## src/rtl/lawcoder_pkg.sv

```systemverilog
package lawcoder_pkg;

   typedef enum logic {
      LAW_MU = 1'b0,
      LAW_A  = 1'b1
   } law_e;

   // Mask that has every even-numbered bit set; the A-law line convention uses it
   function automatic logic [31:0] even_bits_mask();
      logic [31:0] m;
      m = '0;
      for (int i = 0; i < 32; i += 2) m[i] = 1'b1;
      return m;
   endfunction

endpackage

```

## src/rtl/lc_encode.sv

```systemverilog
module lc_encode
   import lawcoder_pkg::*;
#(
   parameter int SEG_W  = 3,
   parameter int STEP_W = 4,
   localparam int MAG_W  = SEG_W + STEP_W,
   localparam int CHAR_W = MAG_W + 1
) (
   input  law_e               law,
   input  logic               sign,
   input  logic [SEG_W-1:0]   seg,
   input  logic [STEP_W-1:0]  step,
   output logic [CHAR_W-1:0]  line_char
);
   localparam logic [31:0]      EVEN_ALL = even_bits_mask();
   localparam logic [MAG_W-1:0] MASK_A   = EVEN_ALL[MAG_W-1:0];
   localparam logic [MAG_W-1:0] MASK_MU  = '1;

   logic [MAG_W-1:0] mag;
   logic [MAG_W-1:0] mask;

   assign mag       = {seg, step};
   assign mask      = (law == LAW_A) ? MASK_A : MASK_MU;
   assign line_char = {sign, mag ^ mask};
endmodule

```

## src/rtl/lc_decode.sv

```systemverilog
module lc_decode
   import lawcoder_pkg::*;
#(
   parameter int SEG_W  = 3,
   parameter int STEP_W = 4,
   localparam int MAG_W  = SEG_W + STEP_W,
   localparam int CHAR_W = MAG_W + 1
) (
   input  law_e               law,
   input  logic [CHAR_W-1:0]  line_char,
   output logic               sign,
   output logic [SEG_W-1:0]   seg,
   output logic [STEP_W-1:0]  step
);
   localparam logic [31:0]      EVEN_ALL = even_bits_mask();
   localparam logic [MAG_W-1:0] MASK_A   = EVEN_ALL[MAG_W-1:0];
   localparam logic [MAG_W-1:0] MASK_MU  = '1;

   logic [MAG_W-1:0] mag;

   assign mag  = line_char[MAG_W-1:0] ^ ((law == LAW_A) ? MASK_A : MASK_MU);
   assign sign = line_char[CHAR_W-1];
   assign seg  = mag[MAG_W-1:STEP_W];
   assign step = mag[STEP_W-1:0];
endmodule

```

## src/rtl/lc_stage.sv

```systemverilog
module lc_stage #(
   parameter int W       = 8,
   parameter bit OUT_REG = 1'b1
) (
   input  logic          clk,
   input  logic          rst_n,
   input  logic          vin,
   input  logic [W-1:0]  din,
   output logic          vout,
   output logic [W-1:0]  dout
);
   generate
      if (OUT_REG) begin : g_reg
         always_ff @(posedge clk or negedge rst_n) begin
            if (!rst_n) begin
               vout <= 1'b0;
               dout <= '0;
            end else begin
               vout <= vin;
               if (vin) dout <= din;
            end
         end
      end else begin : g_comb
         logic unused_clk;
         assign unused_clk = clk ^ rst_n;
         assign vout = vin;
         assign dout = din;
      end
   endgenerate
endmodule

```

## src/rtl/pcm_law_coder.sv

```systemverilog
module pcm_law_coder
   import lawcoder_pkg::*;
#(
   parameter int SEG_W     = 3,
   parameter int STEP_W    = 4,
   parameter bit OUT_REG   = 1'b1,
   parameter int FORCE_LAW = 0,       // 0: follow law_sel, 1: mu-law, 2: A-law
   localparam int MAG_W  = SEG_W + STEP_W,
   localparam int CHAR_W = MAG_W + 1
) (
   input  logic               clk,
   input  logic               rst_n,
   input  logic               law_sel,
   input  logic               enc_valid_in,
   input  logic               enc_sign,
   input  logic [SEG_W-1:0]   enc_seg,
   input  logic [STEP_W-1:0]  enc_step,
   output logic               enc_valid_out,
   output logic [CHAR_W-1:0]  enc_char,
   input  logic               dec_valid_in,
   input  logic [CHAR_W-1:0]  dec_char,
   output logic               dec_valid_out,
   output logic               dec_sign,
   output logic [SEG_W-1:0]   dec_seg,
   output logic [STEP_W-1:0]  dec_step
);
   generate
      if (SEG_W < 1 || STEP_W < 1) begin : g_bad_width
         $error("pcm_law_coder: SEG_W and STEP_W must be at least 1");
      end
      if (MAG_W > 31) begin : g_bad_mag
         $error("pcm_law_coder: magnitude wider than the mask function");
      end
      if (FORCE_LAW < 0 || FORCE_LAW > 2) begin : g_bad_force
         $error("pcm_law_coder: FORCE_LAW must be 0, 1 or 2");
      end
   endgenerate

   law_e law_eff;
   generate
      if (FORCE_LAW == 1) begin : g_fix_mu
         assign law_eff = LAW_MU;
      end else if (FORCE_LAW == 2) begin : g_fix_a
         assign law_eff = LAW_A;
      end else begin : g_runtime
         assign law_eff = law_e'(law_sel);
      end
   endgenerate

   logic [CHAR_W-1:0] enc_raw;
   logic              dec_raw_sign;
   logic [SEG_W-1:0]  dec_raw_seg;
   logic [STEP_W-1:0] dec_raw_step;
   logic [CHAR_W-1:0] dec_bus;

   lc_encode #(.SEG_W(SEG_W), .STEP_W(STEP_W)) u_enc (
      .law       (law_eff),
      .sign      (enc_sign),
      .seg       (enc_seg),
      .step      (enc_step),
      .line_char (enc_raw)
   );

   lc_decode #(.SEG_W(SEG_W), .STEP_W(STEP_W)) u_dec (
      .law       (law_eff),
      .line_char (dec_char),
      .sign      (dec_raw_sign),
      .seg       (dec_raw_seg),
      .step      (dec_raw_step)
   );

   lc_stage #(.W(CHAR_W), .OUT_REG(OUT_REG)) u_enc_stage (
      .clk   (clk),
      .rst_n (rst_n),
      .vin   (enc_valid_in),
      .din   (enc_raw),
      .vout  (enc_valid_out),
      .dout  (enc_char)
   );

   lc_stage #(.W(CHAR_W), .OUT_REG(OUT_REG)) u_dec_stage (
      .clk   (clk),
      .rst_n (rst_n),
      .vin   (dec_valid_in),
      .din   ({dec_raw_sign, dec_raw_seg, dec_raw_step}),
      .vout  (dec_valid_out),
      .dout  (dec_bus)
   );

   assign dec_sign = dec_bus[CHAR_W-1];
   assign dec_seg  = dec_bus[MAG_W-1:STEP_W];
   assign dec_step = dec_bus[STEP_W-1:0];

   // Round-trip check: the encoder's output, read back by a separate decoder, must give the input again
   logic              chk_sign;
   logic [SEG_W-1:0]  chk_seg;
   logic [STEP_W-1:0] chk_step;

   lc_decode #(.SEG_W(SEG_W), .STEP_W(STEP_W)) u_chk_dec (
      .law       (law_eff),
      .line_char (enc_raw),
      .sign      (chk_sign),
      .seg       (chk_seg),
      .step      (chk_step)
   );

   always_comb begin
      if (rst_n) begin
         assert_round_trip_R5 : assert ({chk_sign, chk_seg, chk_step} ==
                                        {enc_sign, enc_seg, enc_step})
            else $error("round trip mismatch");
      end
   end

   generate
      if (OUT_REG) begin : g_reg_checks
         assert_valid_rise_R6 : assert property (@(posedge clk) disable iff (!rst_n)
            enc_valid_in |=> enc_valid_out);
         assert_valid_fall_R6 : assert property (@(posedge clk) disable iff (!rst_n)
            !dec_valid_in |=> !dec_valid_out);
         assert_hold_enc_R7 : assert property (@(posedge clk) disable iff (!rst_n)
            !enc_valid_in |=> $stable(enc_char));
         assert_hold_dec_R7 : assert property (@(posedge clk) disable iff (!rst_n)
            !dec_valid_in |=> $stable(dec_bus));
         assert_sign_pass_R9 : assert property (@(posedge clk) disable iff (!rst_n)
            dec_valid_in |=> (dec_sign == $past(dec_char[CHAR_W-1])));

         always_ff @(posedge clk) begin
            if (!rst_n) begin
               assert_reset_idle_R8 : assert (!enc_valid_out && !dec_valid_out &&
                                              enc_char == '0 && dec_bus == '0)
                  else $error("outputs not idle in reset");
            end
         end
      end
   endgenerate
endmodule

```

## config.mk

```make
export PLATFORM = sky130hd
export DESIGN_NAME = pcm_law_coder
export DESIGN_NICKNAME = d
export VERILOG_FILES = /design/src/rtl/lawcoder_pkg.sv /design/src/rtl/lc_encode.sv /design/src/rtl/lc_decode.sv /design/src/rtl/lc_stage.sv /design/src/rtl/pcm_law_coder.sv
export SDC_FILE = /design/constraint.sdc
export NUM_CORES = 1
export LEC_CHECK = 0
export BUFFER_PORTS_ARGS = -buffer_cell sky130_fd_sc_hd__buf_4
export CORE_UTILIZATION = 45
export DETAILED_ROUTE_END_ITERATION = 8
export PLACE_DENSITY_LB_ADDON = 0.05
export RECOVER_POWER = 25
export SLEW_MARGIN = 5
export SYNTH_ARGS = -nofsm -noshare
export SYNTH_HDL_FRONTEND = slang
export SYNTH_SLANG_ARGS = --single-unit
```

## constraint.sdc

```tcl
create_clock -name clk -period 1.3 [get_ports clk]
set_input_delay 0.195 -clock clk [delete_from_list [all_inputs] [get_ports clk]]
set_output_delay 0.195 -clock clk [all_outputs]
set_load 0.02 [all_outputs]
```

## Word-level counts from Yosys, hierarchy flattened

Cells that the tools add are included.
W data, S select, Z words.

| storage, ports and cells | value |
|---|---|
| register bits | 18 |
| bits of input ports | 21 |
| output and inout bits | 18 |
| logic and storage cells | 7 |

| cells by class | value |
|---|---|
| mux-type cells | 1 |
| bitwise gates (word level) | 2 |

Operators with widths:

| cell | count |
|---|---|
| $xor A7 B7 Y7 | 2 |
| $mux W6 | 1 |

## Logic depth before layout (Yosys ltp)

| logic depth | value |
|---|---|
| depth in word-level cells | 2 |
| mapped depth | 3 |
| gate-level depth less buffers | 2 |

## Modules after synthesis

Synthesis repeated with hierarchy kept, for this count alone.

| second synthesis, totals | value |
|---|---|
| cells, all modules | 52 |
| area total of the unflattened synthesis | 810.8 um2 |

Modules (own cells, without submodules):

| module | instances | cells an instance | area each (um2) | seq. area each (um2) |
|---|---|---|---|---|
| lc_stage | 2 | 18 | 356.6 | 225.2 |
| lc_decode | 1 | 8 | 48.8 | 0.0 |
| lc_encode | 1 | 8 | 48.8 | 0.0 |

## Least setup slack after synthesis

No wires, ideal clock.

| timing | value |
|---|---|
| path kind | in2reg |
| start | input enc_valid_in |
| end | register u_enc_stage.dout[7] |
| setup time | 125 ps |
| arrival time | 716 ps |
| required time | 1175 ps |
| setup slack | 459 ps |
| cell stages on the path | 2 |
| path buffers | 1 |
| cells stage by stage | buf_2 > mux2_2 |

RTL lines:

| item | line | source |
|---|---|---|
| start: declaration | pcm_law_coder.sv:14 | `input logic enc_valid_in,` |
| end signal: assignment | lc_stage.sv:20 | `if (vin) dout <= din;` |
| end: declaration | lc_stage.sv:10 | `output logic [W-1:0] dout` |

No word-level cell between the ends.

## Worst setup path in the final report

| timing | value |
|---|---|
| start | register u_enc_stage.dout[4] |
| end | output enc_char[4] |

RTL lines:

| item | line | source |
|---|---|---|
| end: declaration | pcm_law_coder.sv:19 | `output logic [CHAR_W-1:0] enc_char,` |

No word-level cell between the ends.

==> impl_metrics.env <==
export IMPL_outcome="finished, final reports clean"
export IMPL_total_leakage_power_nw=0.528
export IMPL_yosys_warnings=0
export IMPL_antenna_found_initial=0
export IMPL_htreeDepth=1
export IMPL_internal_power_w=0.000898
export IMPL_slew_headroom_pct=64.4
export IMPL_drc=0
export IMPL_drt_wl_total_mm=1.35
export IMPL_layout_commonest_cell="buf_4"
export IMPL_die_h_um=42.0
export IMPL_finalSetupViolCount=0
export IMPL_skew_ns=0
export IMPL_globalRouteOverflowTotal=0
export IMPL_grt_first_pass_wirelength_mm=2.14
export IMPL_cap_violations=0
export IMPL_worst_slack_ns=0.262
export IMPL_rsz0062_at_grt="false"
export IMPL_hold_violations=0
export IMPL_swShare_pct=28.1
export IMPL_io_pin_count=39
export IMPL_reg2reg_to="u_enc_stage.dout[7]"
export IMPL_cp_max_fo=2
export IMPL_grt_total_usage_pct=16.7
export IMPL_insertion_delay_ns=0.28
export IMPL_dieArea_um2=1760
export IMPL_ff2ff_setup_slack_ns=0.53
export IMPL_tns_ns=0
export IMPL_synth_seq_area_share_pct=62.6
export IMPL_crit_path_start_kind="flop"
export IMPL_irDropWorstVdd_mv=0.645
export IMPL_reg2reg_depth=1
export IMPL_drt_iter0_markers=7
export IMPL_hold_path_end="u_enc_stage.dout[6]"
export IMPL_start_util_pct=47.8
export IMPL_drive_above_1_share_pct=52.2
export IMPL_gp_congestion=0.700
export IMPL_holdWs_ns=0.0694
export IMPL_dp_cells=102
export IMPL_num_vias=516
export IMPL_hold_path_class="input port to flop"
export IMPL_r2r_start="u_enc_stage.dout[7]"
export IMPL_min_path_cells=2
export IMPL_design_core_area_um2=1510
export IMPL_p_per_area_nw_per_um2=1220
export IMPL_syn_nets=72
export IMPL_worst_setup_path_type="flop to output port"
export IMPL_cts_sinks=18
export IMPL_synth_area_um2=719
export IMPL_min_delay_start="enc_seg[2]"
export IMPL_clk_pin_slew_ns=0.10
export IMPL_wl_per_cell_um=12.7
export IMPL_period_share_pct=79.9
export IMPL_grt_max_degree=19
export IMPL_clockPowerShare_pct=21.3
export IMPL_critPathSlowestCell="dfrtp_1"
export IMPL_n_fill_cell=137
export IMPL_rows=14
export IMPL_post_cts_resized=0
export IMPL_ys_ff_latch=18
export IMPL_diodes=0
export IMPL_portBuffers=38
export IMPL_cts_made_buffers=3
export IMPL_grt_pass1_vias=503
export IMPL_arrival_ns=0.84
export IMPL_areaGrowthSynthToFinish_pct=42.6
export IMPL_finalMaxSlewViolations=0
export IMPL_layout_min_cycle_time_ns=1.04
export IMPL_p_switching_w=0.000351
export IMPL_fmax_ghz=0.963
export IMPL_worstPathCellList="buf_4"
export IMPL_final_cell_mix="buf_4 (35), dfrtp_1 (18), mux2_2 (8)"
export IMPL_detail_route_antenna_nets=0
export IMPL_cts_path_max_buffers=2
export IMPL_syn_avg_cell_area_um2=14.1
export IMPL_stdcell_count=106
export IMPL_nets=113
export IMPL_post_place_ws_ns=0.448
export IMPL_root_buffer="clkbuf_4"
export IMPL_seqPwrFrac_pct=52.3
export IMPL_critical_path_top_delay_family="flip-flops"
export IMPL_cp_buffers_inverters=1
export IMPL_ys_types=9
export IMPL_postSynthCellCount=51
export IMPL_worst_pin_slew_ns=0.534
export IMPL_critPathCaptureType="output port"
export IMPL_die_w_um=42.0
export IMPL_cp_required_ns=1.11
export IMPL_cts_tree="yes"
export IMPL_post_cts_buffers=0
export IMPL_dp_hpwl_mm=1.01
export IMPL_crit_path_max_incr_delay_ns=0.40
export IMPL_comb_power_share_pct=26.4
export IMPL_drtPass1Iterations=4
export IMPL_avgViaCountPerCell=4.87
layout make-up:
| cell class | count | area, um^2 | area share [%] |
|---|---|---|---|
| sequential | 18 | 450 | 43.9 |
| tap | 16 | 20.0 | 1.95 |
| inverter | 7 | 26.3 | 2.56 |
| timing repair buffer | 39 | 285 | 27.8 |
| multi-input combinational | 23 | 221 | 21.6 |
| clock buffer | 3 | 22.5 | 2.20 |
cells in the mapped netlist:
| cell | number | area (um^2) |
|---|---|---|
| mux2_2 | 8 | 90.1 |
| buf_2 | 2 | 10.0 |
| buf_6 | 1 | 11.3 |
| dfrtp_1 | 18 | 450 |
| xnor2_1 | 6 | 52.6 |
| inv_1 | 7 | 26.3 |
| nor2_1 | 1 | 3.75 |
| mux2i_1 | 7 | 70.1 |
| a21oi_1 | 1 | 5.00 |
sequential cells by signal (all words and copies together) (netlist names):
| name | flops |
|---|---|
| u_enc_stage.dout | 8 |
| u_enc_stage.vout | 1 |
| u_dec_stage.dout | 8 |
| u_dec_stage.vout | 1 |
worst max-delay path by stage:
| stage | from | slack (ns) | to | cells after the start |
|---|---|---|---|---|
| global route | u_dec_stage.dout[2] | 0.23 | dec_step[2] | 1 |
| floorplan | enc_valid_in | 0.46 | u_enc_stage.dout[7] | 2 |
| CTS | u_enc_stage.dout[7] | 0.25 | enc_char[7] | 1 |
| detailed placement | law_sel | 0.45 | u_dec_stage.dout[1] | 3 |
| finish | u_enc_stage.dout[4] | 0.26 | enc_char[4] | 1 |
| global placement | law_sel | 0.45 | u_dec_stage.dout[1] | 3 |
per-layer routing:
| metal | wire, um | track usage [%] | vias up |
|---|---|---|---|
| met2 | 730 | 30.0 | 23 |
| met1 | 531 | 18.6 | 252 |
| met4 | 0 | 7.74 | 0 |
| met3 | 84 | 3.45 | 0 |
| li1 | - | - | 241 |
| met5 | 0 | 0 | - |
stage by stage:
step	area, um^2	power (W)	utilization (%)
final	1030	0.00125	68.1
after global routing	1030	0.00131	68.1
after CTS	1040	0.00127	68.8
after detailed placement	1000	0.00100	66.6
after global placement	1000	0.000991	66.6
after floorplan	719	0.000830	-
timing repair:
| action | CTS | global route |
|---|---|---|
| hold endpoints to repair | 18 | 0 |
| endpoints found under the setup margin | 0 | 0 |
| hold buffers | 1 | 0 |
power by group through the flow:
stage / registers, W / logic (W) / clock network, W
2_1_floorplan: 0.000741 / 0.0000896 / 0
6_report: 0.000653 / 0.000329 / 0.000266
4_1_cts: 0.000653 / 0.000338 / 0.000282
5_1_grt: 0.000661 / 0.000354 / 0.000292
3_3_place_gp: 0.000663 / 0.000328 / 0
3_5_place_dp: 0.000664 / 0.000335 / 0
cells by family after synthesis:
kind of cell / Yosys count / share of synthesized area [%]
flip-flops: 18 / 62.6
multiplexers: 15 / 22.3
buffers and inverters: 10 / 6.61
XOR/XNOR: 6 / 7.30
AO/OA/AOI/OAI: 1 / 0.695
AND/OR/NAND/NOR: 1 / 0.521
(Power assumes the default switching activity.)
